$ cat config.mk
export PLATFORM = sky130hd
export DESIGN_NAME = fis_rx_classifier
export DESIGN_NICKNAME = d
export VERILOG_FILES = /design/src/rtl/fis_rx_pkg.sv /design/src/rtl/fis_type_decode.sv /design/src/rtl/fis_len_track.sv /design/src/rtl/fis_rx_notify.sv /design/src/rtl/fis_rx_classifier.sv
export SDC_FILE = /design/constraint.sdc
export NUM_CORES = 1
export LEC_CHECK = 0
export BUFFER_PORTS_ARGS = -buffer_cell sky130_fd_sc_hd__buf_2
export CORE_ASPECT_RATIO = 1.25
export CORE_MARGIN = 2
export CORE_UTILIZATION = 23
export DETAILED_ROUTE_END_ITERATION = 12
export HOLD_SLACK_MARGIN = 0.08
export PLACE_DENSITY_LB_ADDON = 0.12
export SYNTH_ARGS = -nofsm -noshare
export SYNTH_HDL_FRONTEND = slang
export SYNTH_SLANG_ARGS = --single-unit
$ cat constraint.sdc
create_clock -name clk -period 2.5 [get_ports clk]
set_input_delay 0.375 -clock clk [delete_from_list [all_inputs] [get_ports clk]]
set_output_delay 0.375 -clock clk [all_outputs]
set_load 0.01 [all_outputs]
$ cat src/rtl/fis_rx_pkg.sv
package fis_rx_pkg;

  typedef enum logic [1:0] {
    CAT_CMD  = 2'd0,
    CAT_DATA = 2'd1,
    CAT_VEND = 2'd2
  } fis_cat_e;

endpackage

$ cat src/rtl/fis_type_decode.sv
module fis_type_decode
  import fis_rx_pkg::*;
#(
  parameter logic [7:0] CODE_DATA   = 8'h46,
  parameter logic [7:0] CODE_VEND_A = 8'hC7,
  parameter logic [7:0] CODE_VEND_B = 8'hD4
) (
  input  logic [7:0] type_byte,
  output fis_cat_e   cat
);

  always_comb begin
    if (type_byte == CODE_DATA) begin
      cat = CAT_DATA;
    end else if ((type_byte == CODE_VEND_A) || (type_byte == CODE_VEND_B)) begin
      cat = CAT_VEND;
    end else begin
      cat = CAT_CMD;
    end
  end

endmodule

$ cat src/rtl/fis_len_track.sv
module fis_len_track #(
  parameter int LEN_W = 12
) (
  input  logic             clk,
  input  logic             rst_n,
  input  logic             beat,
  input  logic             sof,
  input  logic [LEN_W-1:0] short_limit,
  output logic             is_long
);

  localparam logic [LEN_W-1:0] CNT_MAX = {LEN_W{1'b1}};
  localparam logic [LEN_W-1:0] CNT_ONE = {{(LEN_W-1){1'b0}}, 1'b1};

  logic [LEN_W-1:0] cnt_q;
  logic [LEN_W-1:0] cnt_now;

  // Saturating length count: the header counts as one double word.
  always_comb begin
    if (sof) begin
      cnt_now = CNT_ONE;
    end else if (cnt_q == CNT_MAX) begin
      cnt_now = cnt_q;
    end else begin
      cnt_now = cnt_q + CNT_ONE;
    end
  end

  always_ff @(posedge clk) begin
    if (!rst_n) begin
      cnt_q   <= '0;
      is_long <= 1'b0;
    end else if (beat) begin
      cnt_q   <= cnt_now;
      is_long <= (cnt_now > short_limit);
    end
  end

endmodule

$ cat src/rtl/fis_rx_notify.sv
module fis_rx_notify
  import fis_rx_pkg::*;
(
  input  logic       clk,
  input  logic       rst_n,
  input  logic       beat,
  input  logic       sof,
  input  logic       eof,
  input  logic       crc_ok,
  input  logic [7:0] type_byte,
  input  fis_cat_e   cat_hdr,
  input  logic       is_long,
  input  logic       lvl_hit,
  output logic       done,
  output logic [7:0] done_type,
  output logic       err
);

  logic       open_q;
  logic       told_q;
  fis_cat_e   cat_q;
  logic [7:0] type_q;

  logic       start;
  logic       open_now;
  logic       told_now;
  fis_cat_e   cat_now;
  logic [7:0] type_now;
  logic       wm_fire;
  logic       hdr_fire;
  logic       end_here;
  logic       pending;
  logic       fire;
  logic       fail;

  always_comb begin
    start    = beat && sof;
    open_now = start ? 1'b1 : open_q;
    told_now = start ? 1'b0 : told_q;
    cat_now  = start ? cat_hdr : cat_q;
    type_now = start ? type_byte : type_q;

    // Watermark rule applies only to an open long vendor frame not yet reported.
    wm_fire  = open_q && !start && (cat_q == CAT_VEND) && is_long && !told_q && lvl_hit;
    hdr_fire = start && (cat_hdr == CAT_DATA);
    end_here = beat && eof && open_now;
    pending  = !(told_now || wm_fire || hdr_fire);

    fire     = wm_fire || hdr_fire || (end_here && crc_ok && pending);
    fail     = end_here && !crc_ok && pending;
  end

  always_ff @(posedge clk) begin
    if (!rst_n) begin
      open_q    <= 1'b0;
      told_q    <= 1'b0;
      cat_q     <= CAT_CMD;
      type_q    <= '0;
      done      <= 1'b0;
      done_type <= '0;
      err       <= 1'b0;
    end else begin
      open_q    <= end_here ? 1'b0 : open_now;
      told_q    <= told_now || fire || fail;
      cat_q     <= cat_now;
      type_q    <= type_now;
      done      <= fire;
      done_type <= fire ? type_now : 8'h00;
      err       <= fail;
    end
  end

endmodule

$ cat src/rtl/fis_rx_classifier.sv
module fis_rx_classifier
  import fis_rx_pkg::*;
#(
  parameter int         DW_W        = 32,
  parameter int         LEN_W       = 12,
  parameter int         LVL_W       = 10,
  parameter logic [7:0] CODE_DATA   = 8'h46,
  parameter logic [7:0] CODE_VEND_A = 8'hC7,
  parameter logic [7:0] CODE_VEND_B = 8'hD4
) (
  input  logic             clk,
  input  logic             rst_n,
  input  logic [LEN_W-1:0] short_limit,
  input  logic [LVL_W-1:0] watermark,
  input  logic [LVL_W-1:0] fifo_level,
  input  logic             lnk_valid,
  output logic             lnk_ready,
  input  logic [DW_W-1:0]  lnk_data,
  input  logic             lnk_sof,
  input  logic             lnk_eof,
  input  logic             lnk_crc_ok,
  output logic             fifo_valid,
  input  logic             fifo_ready,
  output logic [DW_W-1:0]  fifo_data,
  output logic             fifo_sof,
  output logic             fifo_eof,
  output logic             fifo_bad,
  output logic             rx_done,
  output logic [7:0]       rx_done_type,
  output logic             rx_err
);

  logic     beat;
  logic     lvl_hit;
  logic     is_long;
  fis_cat_e cat_hdr;

  // Write path: straight through, the FIFO's room back-pressures the link.
  assign lnk_ready  = fifo_ready;
  assign fifo_valid = lnk_valid;
  assign fifo_data  = lnk_data;
  assign fifo_sof   = lnk_sof;
  assign fifo_eof   = lnk_eof;
  assign fifo_bad   = lnk_eof && !lnk_crc_ok;

  assign beat    = lnk_valid && fifo_ready;
  assign lvl_hit = (fifo_level >= watermark);

  fis_type_decode #(
    .CODE_DATA   (CODE_DATA),
    .CODE_VEND_A (CODE_VEND_A),
    .CODE_VEND_B (CODE_VEND_B)
  ) u_decode (
    .type_byte (lnk_data[7:0]),
    .cat       (cat_hdr)
  );

  fis_len_track #(
    .LEN_W (LEN_W)
  ) u_len (
    .clk         (clk),
    .rst_n       (rst_n),
    .beat        (beat),
    .sof         (lnk_sof),
    .short_limit (short_limit),
    .is_long     (is_long)
  );

  fis_rx_notify u_notify (
    .clk       (clk),
    .rst_n     (rst_n),
    .beat      (beat),
    .sof       (lnk_sof),
    .eof       (lnk_eof),
    .crc_ok    (lnk_crc_ok),
    .type_byte (lnk_data[7:0]),
    .cat_hdr   (cat_hdr),
    .is_long   (is_long),
    .lvl_hit   (lvl_hit),
    .done      (rx_done),
    .done_type (rx_done_type),
    .err       (rx_err)
  );

endmodule

==> summary.md, run 1 <==
| Metric | Value |
|---|---|
| First-pass GRT wire length | `11.4 mm` |
| GP Congestion | `approximately 0.77` |
| Max_cap viols | `0` |
| Critical path cell sequence | `ha_4 -> and4_4 -> nand3_2 -> o31ai_4 -> a21oi_1 -> ha_1 -> nand4_1 -> or2_4 -> nor3_1 -> nor3_1` |
| Most common cell after layout, fill and taps aside | `buf_2` |
| Total number of vias | `~2.4k` |
| Total track usage | `between 10% and 20%` |
| Synth Cell Area | `around 2600 sq um` |
| Slowest-stage cell, CP | `dfxtp_2` |
| Worst vdd rail ir drop | `around 0.24 mV` |
| Ys flop type | `dfxtp_1` |
| Post-synth EDFFs | `0` |
| Syn Nets | `~420` |
| Netlist cell types | `60` |
| CORE AREA | `approximately 11000 sq um` |
| Fillers | `1205` |
| Drt wl/cell | `around 14 microns` |
| Switching share of power | `between 20% and 30%` |
| Dpl cell area | `~3000 sq um` |
| CTS tree | `yes` |
| Post-route minimum period | `~2.4 ns` |
| Clk pin slew, worst setup/hold paths | `roughly 0.060 ns` |
| Mapped Cells | `about 320` |
| Fmax | `425 MHz` |
| CP Data Arrival Time | `around 2.5 ns` |
| Required time of the worst setup path | `2.67 ns` |
| Mean Syn Cell Area | `around 8 sq um` |
| Count of input and output buffers | `69` |
| Sequential Power Share | `about 39%` |
| Most frequent CP cell | `nor3_1` |
| Pre-antenna DRT Iters | `4` |
| Startpoint types | `register` |
| Clk Latency, worst-skew pair | `around 0.28 ns` |
| DRC | `0` |
| Grt ovf | `0` |
| Clock Power Share | `roughly half` |
| CP Buf/Inv Count | `0` |
| IO Count | `about 120` |
| Hold-fix buffers, CTS | `0` |
| Slowest Stage Delay on Critical Path | `around 0.36 ns` |
| Final #Nets | `~470` |
| Initial antenna violation count | `0` |
| Internal | `roughly 1.1 mW` |
| CP delay by family, top | `simple AND/OR/NAND/NOR gates` |
| Crit end category | `register` |
| Power Total | `approximately 1.5 mW` |
| Max transition margin | `a little under 70%` |
| Worst hold stages | `3` |
| Area Growth Syn to Fin | `24.6%` |
| Synth warn | `0` |
| Switching power | `roughly 0.35 mW` |
| Power per cell area | `455 nW/um^2` |
| Comb pwr share | `12.8%` |
| Slew at the pin closest to its max-slew limit | `about 0.46 ns` |
| CTS Buffer Depth | `2` |
| Crit path depth | `10` |
| Die Y | `between 100 and 150 microns` |
| CTS Root Cell | `clkbuf_16` |
| Yosys top cell by area | `dfxtp_1` |
| Max Fanout on Critical Path | `5` |
| Worst R2R Path Depth | `10` |
| Final hold violation count | `0` |
| Sequential element share of the synthesized area | `between 20% and 30%` |
| Vias in the first global route | `2344` |
| Async SR Flop Fraction | `0%` |
| Total CTS buffers | `5` |
| H-tree Lvls | `2` |
| Flops & latches, synth | `35` |
| Fraction of layout instances using a drive strength above 1 | `~36%` |
| CTS sink cnt | `35` |
| Crit Path Class | `register to register` |
| Top post-synthesis cells by area | `dfxtp_1, buf_4, ha_1, a21oi_1, nand2_1` |
| Synth top area share | `27.0%` |
| Die X | `99.0 microns` |
| First DRT Iteration DRCs | `a little over 70` |
| Final ANT Viol Nets | `0` |
| Final period utilization | `a little over nine tenths` |
| Die area | `between 10000 and 15000 sq um` |
| Initial core utilization | `a little under a quarter` |
| Dpl hpwl | `roughly 5.7 mm` |
| Status | `complete, no violations` |
| Max-slew violation count | `0` |
| Worst-case clock skew | `0.00758 ns` |
| Largest net degree at the start of global routing | `16` |
| Hold Path Class | `primary input to register` |
| Antenna Cells | `0` |
| Setup-failing EPs final | `0` |
| Final Instance Area | `around 3200 sq um` |
| # rows | `43` |
| Most frequent cells in the layout | `buf_2, nand2_1, dfxtp_1` |
| Final wirelength | `between 7 and 8 mm` |
| Vias per cell | `4.59` |
| Leakage | `around 1.5 nW` |
tightest hold or removal path, delay by kind of cell:
kind / cells / cell delay, ns
buffers and inverters: 1 / 0.11
AO/OA/AOI/OAI: 1 / 0.06
AND/OR/NAND/NOR: 1 / 0.05
flip-flops by register name, summed over array words and instances (netlist names):
| register | count |
|---|---|
| u_len.is_long | 1 |
| u_notify.done | 1 |
| u_notify.told_q | 1 |
| u_notify.open_q | 1 |
| u_notify.cat_q | 2 |
| u_len.cnt_q | 12 |
| u_notify.done_type | 8 |
| u_notify.type_q | 8 |
| u_notify.err | 1 |
what timing repair did:
item / in CTS / in global routing
pin swaps: 0 / 11
gates resized for setup: 3 / 18
buffers inserted: 0 / 3
endpoints found under the setup margin: 1 / 1
cell type report:
type | count | area (sq um) | area share (%)
inverter | 31 | 116 | 3.60
sequential | 35 | 706 | 21.9
timing repair buffer | 100 | 586 | 18.1
clock inverter | 3 | 43.8 | 1.36
clock buffer | 5 | 125 | 3.87
multi-input combinational | 206 | 1480 | 46.0
tap | 135 | 169 | 5.23
power by group through the flow:
stage	Combinational [mW]	Sequential [mW]	Clock, mW
final	0.188	0.570	0.712
after global routing	0.215	0.570	0.753
after CTS	0.188	0.568	0.733
after detailed placement	0.187	0.581	0
after global placement	0.185	0.580	0
after floorplan	0.148	0.581	0
path summary, 6_finish.rpt:
path | start | to | slack (ns)
hold / removal | lnk_data[2] | u_notify.type_q[2] | 0.37
setup reg to reg | u_len.cnt_q[0] | u_len.is_long | 0.14
hold reg to reg | u_notify.cat_q[0] | u_notify.cat_q[0] | 0.45
setup / recovery | u_len.cnt_q[0] | u_len.is_long | 0.14
kinds of logic (layout without fill, tap and decap cells):
group / count (synthesis) / in the layout / synth area share [%]
mux: 2 / 2 / 0.772
flops: 35 / 35 / 27.0
compound gates: 75 / 75 / 19.4
fa+ha+maj: 23 / 23 / 11.1
buf+inv: 83 / 139 / 18.4
simple gates: 99 / 99 / 20.9
xor+xnor: 7 / 7 / 2.36
cell usage after synthesis (6+ instances only):
library cell	number
inv_1	29
nand2_1	35
nor3_1	6
ha_1	23
nand3_1	8
dfxtp_1	35
nor2_1	17
buf_2	6
buf_4	40
a21boi_1	9
a21oi_1	29
nand4_1	8
metrics by stage:
| stage | TNS [ns] | setup WS (ns) | hold WS, ns | util, % | std cells |
|---|---|---|---|---|---|
| CTS | 0 | 0.00162 | 0.371 | 28.4 | 512 |
| global route | -0.0119 | -0.0119 | 0.380 | 29.3 | 515 |
| finish | 0 | 0.145 | 0.374 | 29.3 | 515 |
| global placement | 0 | 0.0216 | 0.442 | 26.8 | 504 |
| detailed placement | -0.0745 | -0.0745 | 0.445 | 26.8 | 504 |
| floorplan | 0 | 0.00223 | 0.431 | - | 324 |
metal layers:
metal	vias up	track usage, %	share of wire, %
li1	1203	-	-
met1	1087	13.8	42
met2	63	21.9	52
met3	10	2.11	4.5
met4	0	3.34	1.7
met5	-	0	0
Power figures use the tool's default switching activity.
==> inputs of run 2 (changes only) <==
CORE_UTILIZATION = 43   (was 23)
==> run 2 against run 1 <==
Compared with the run above:
- clock-buffer cell count stayed put
- worst setup slack worse by 0.046 ns
- clock skew is 0.0031 ns higher
- utilization is 23 points higher
- critical endpoint unchanged
==> summary.md, run 2 (same netlist as run 1, synthesis figures left out) <==
| Metric | Value |
|---|---|
| Worst R2R Path Depth | `12 (+2)` |
| Hold Path Class | `primary input to register` |
| DRT met1 WL | `2.52 mm (-15%)` |
| CP Data Arrival Time | `2.62 ns (+0.10 ns)` |
| Vias per cell | `5.36 (+17%)` |
| Largest regs | `u_len.cnt_q: 12 flops, u_notify.done_type: 8 flops, u_notify.type_q: 8 flops` |
| WHS | `0.359 ns (-0.0155 ns)` |
| Most frequent cells in the layout | `buf_2, nand2_1, inv_1, dfxtp_1, buf_4` |
| Most common cell after layout, fill and taps aside | `buf_2` |
| Final #Nets | `469 (-0.85%)` |
| # placed instances | `428 (-15%)` |
| Power per cell area | `412 nW/um^2 (-9.5%)` |
| DRC | `0 (unchanged)` |
| Required time of the worst setup path | `2.72 ns (+0.05 ns)` |
| Slew at the pin closest to its max-slew limit | `0.423 ns (-0.0370 ns)` |
| Die area | `6670 sq um (-45%)` |
| Max transition margin | `71.8% (+2.5 points)` |
| Fmax | `416 MHz (-1.9%)` |
| Total track usage | `18.4% (+6.6 points)` |
| Met2 wire len | `3.04 mm (-17%)` |
| Total negative slack | `0 ns (unchanged)` |
| Antenna Cells | `0 (unchanged)` |
| Setup-failing EPs final | `0 (unchanged)` |
| Die Y | `90.8 microns (-26%)` |
| Grt ovf | `0 (unchanged)` |
| Area Growth Syn to Fin | `18.0%` |
| Crit Path Class | `register to register` |
| Dpl hpwl | `4.71 mm (-17%)` |
| Crit end category | `register` |
| Post-route minimum period | `2.40 ns (+0.0461 ns)` |
| Status | `complete, no violations` |
| First-pass GRT wire length | `9.91 mm (-13%)` |
| Final ANT Viol Nets | `0 (unchanged)` |
| Vias in the first global route | `2235 (-4.7%)` |
| Dpl ws | `-0.0931 ns (-0.0186 ns)` |
| Final hold violation count | `0 (unchanged)` |
| Pre-antenna DRT Iters | `4 (unchanged)` |
| Initial antenna violation count | `0 (unchanged)` |
| First DRT Iteration DRCs | `72 (unchanged)` |
| Clk pin slew, worst setup/hold paths | `0.08 ns (+0.02 ns)` |
| Worst hold stages | `3 (unchanged)` |
| # rows | `31 (-28%)` |
| Final WS setup | `0.0987 ns (-0.0461 ns)` |
| Largest register FFs | `12 (unchanged)` |
| CORE AREA | `5820 sq um (-47%)` |
| H-tree Lvls | `2 (unchanged)` |
| Total CTS buffers | `5 (unchanged)` |
| CTS sink cnt | `35 (unchanged)` |
| CTS tree | `yes` |
| Total number of vias | `2367 (+0.17%)` |
| Slowest-stage cell, CP | `or2_4` |
| Max Fanout on Critical Path | `5 (unchanged)` |
| Clk Latency, worst-skew pair | `0.29 ns (about the same)` |
| Max layer used | `met4` |
| CTS Root Cell | `clkbuf_8` |
| Hold-fix buffers, CTS | `0 (unchanged)` |
| Max_cap viols | `0 (unchanged)` |
| Worst vdd rail ir drop | `0.207 mV (-14%)` |
| Power Total | `1.26 mW (-14%)` |
| Critical path cell sequence | `buf_4 -> nand4_1 -> or2_4 -> nor2_4 -> xnor2_2 -> a21oi_1 -> ha_1 -> nand4_1 -> or2_4 -> a21oi_4 -> nor3_2 -> nor3_1` |
| Final wirelength | `6.00 mm (-15%)` |
| IO Count | `118 (unchanged)` |
| Startpoint types | `register` |
| Count of input and output buffers | `69 (unchanged)` |
| Initial core utilization | `44.6% (+21 points)` |
| Top reg by flops | `u_len.cnt_q` |
| Drt wl/cell | `13.6 microns (-0.87%)` |
| Leakage | `1.45 nW (-3.0%)` |
| Worst-case clock skew | `0.0107 ns (+0.00314 ns)` |
| Fraction of layout instances using a drive strength above 1 | `36.4% (+0.38 points)` |
| Die X | `73.5 microns (-26%)` |
| Met3 Routed Length | `292 microns (-7.9%)` |
| Finished Layout Cells | `442 (-14%)` |
| Slowest Stage Delay on Critical Path | `0.35 ns (about the same)` |
| GP Congestion | `0.843 (+9.7%)` |
| CTS Buffer Depth | `2 (unchanged)` |
| Final period utilization | `96.1% (+1.8 points)` |
| Max-slew violation count | `0 (unchanged)` |
| Largest net degree at the start of global routing | `16 (unchanged)` |
| Reg-to-reg slack, setup | `0.1 ns (-0.05 ns)` |
[run 2: cell types whose count changed in the layout (fill, tap and decap cells not counted), sizes merged]
cell | previous run | this run
buf | 100 | 96
[run 2: area by class of cell]
class | instances | area (sq um)
fill | 577 | 2760
multi-input combinational | 206 | 1490
sequential | 35 | 708
timing repair buffer | 96 | 548
inverter | 31 | 116
tap | 66 | 82.6
clock buffer | 5 | 68.8
clock inverter | 3 | 43.8
[run 2: timing repair]
item / 4_1_cts / 5_1_grt
pin swaps: 0 / 14
setup buffers: 0 / 6
gates resized for setup: 2 / 20
endpoints found under the setup margin: 1 / 1
[run 2: final timing paths]
path	start	endpoint
hold / removal	lnk_data[2]	u_notify.type_q[2]
setup / recovery	u_len.cnt_q[0]	u_len.is_long
setup reg to reg	u_len.cnt_q[0]	u_len.is_long
hold reg to reg	u_notify.type_q[2]	u_notify.type_q[2]
[run 2: metal layers]
| metal | global-route usage (%) | up-vias |
|---|---|---|
| li1 | - | 1188 |
| met1 | 21.0 | 1093 |
| met2 | 32.5 | 72 |
| met3 | 3.46 | 14 |
| met4 | 7.58 | 0 |
| met5 | 0 | - |
[run 2: metrics by stage]
step | instance area, sq um | utilization, %
2_1_floorplan | 2590 | -
6_report | 3060 | 52.6
3_5_place_dp | 2820 | 48.4
4_1_cts | 2930 | 50.4
5_1_grt | 3060 | 52.6
3_3_place_gp | 2820 | 48.4
[run 2: critical path, delay by kind of cell, from the launching register on]
family / cells / cell delay [ns]
AO/OA/AOI/OAI: 2 / 0.21
XOR/XNOR: 1 / 0.12
adder cells (fa/ha/maj): 1 / 0.32
AND/OR/NAND/NOR: 7 / 1.21
buffers and inverters: 1 / 0.13
flip-flops: 1 / 0.34
[run 2: report_power, final]
group	total (mW)	internal (mW)	switching (mW)
registers	0.568	0.565	0.00307
clock network	0.514	0.297	0.218
logic	0.177	0.0793	0.0978
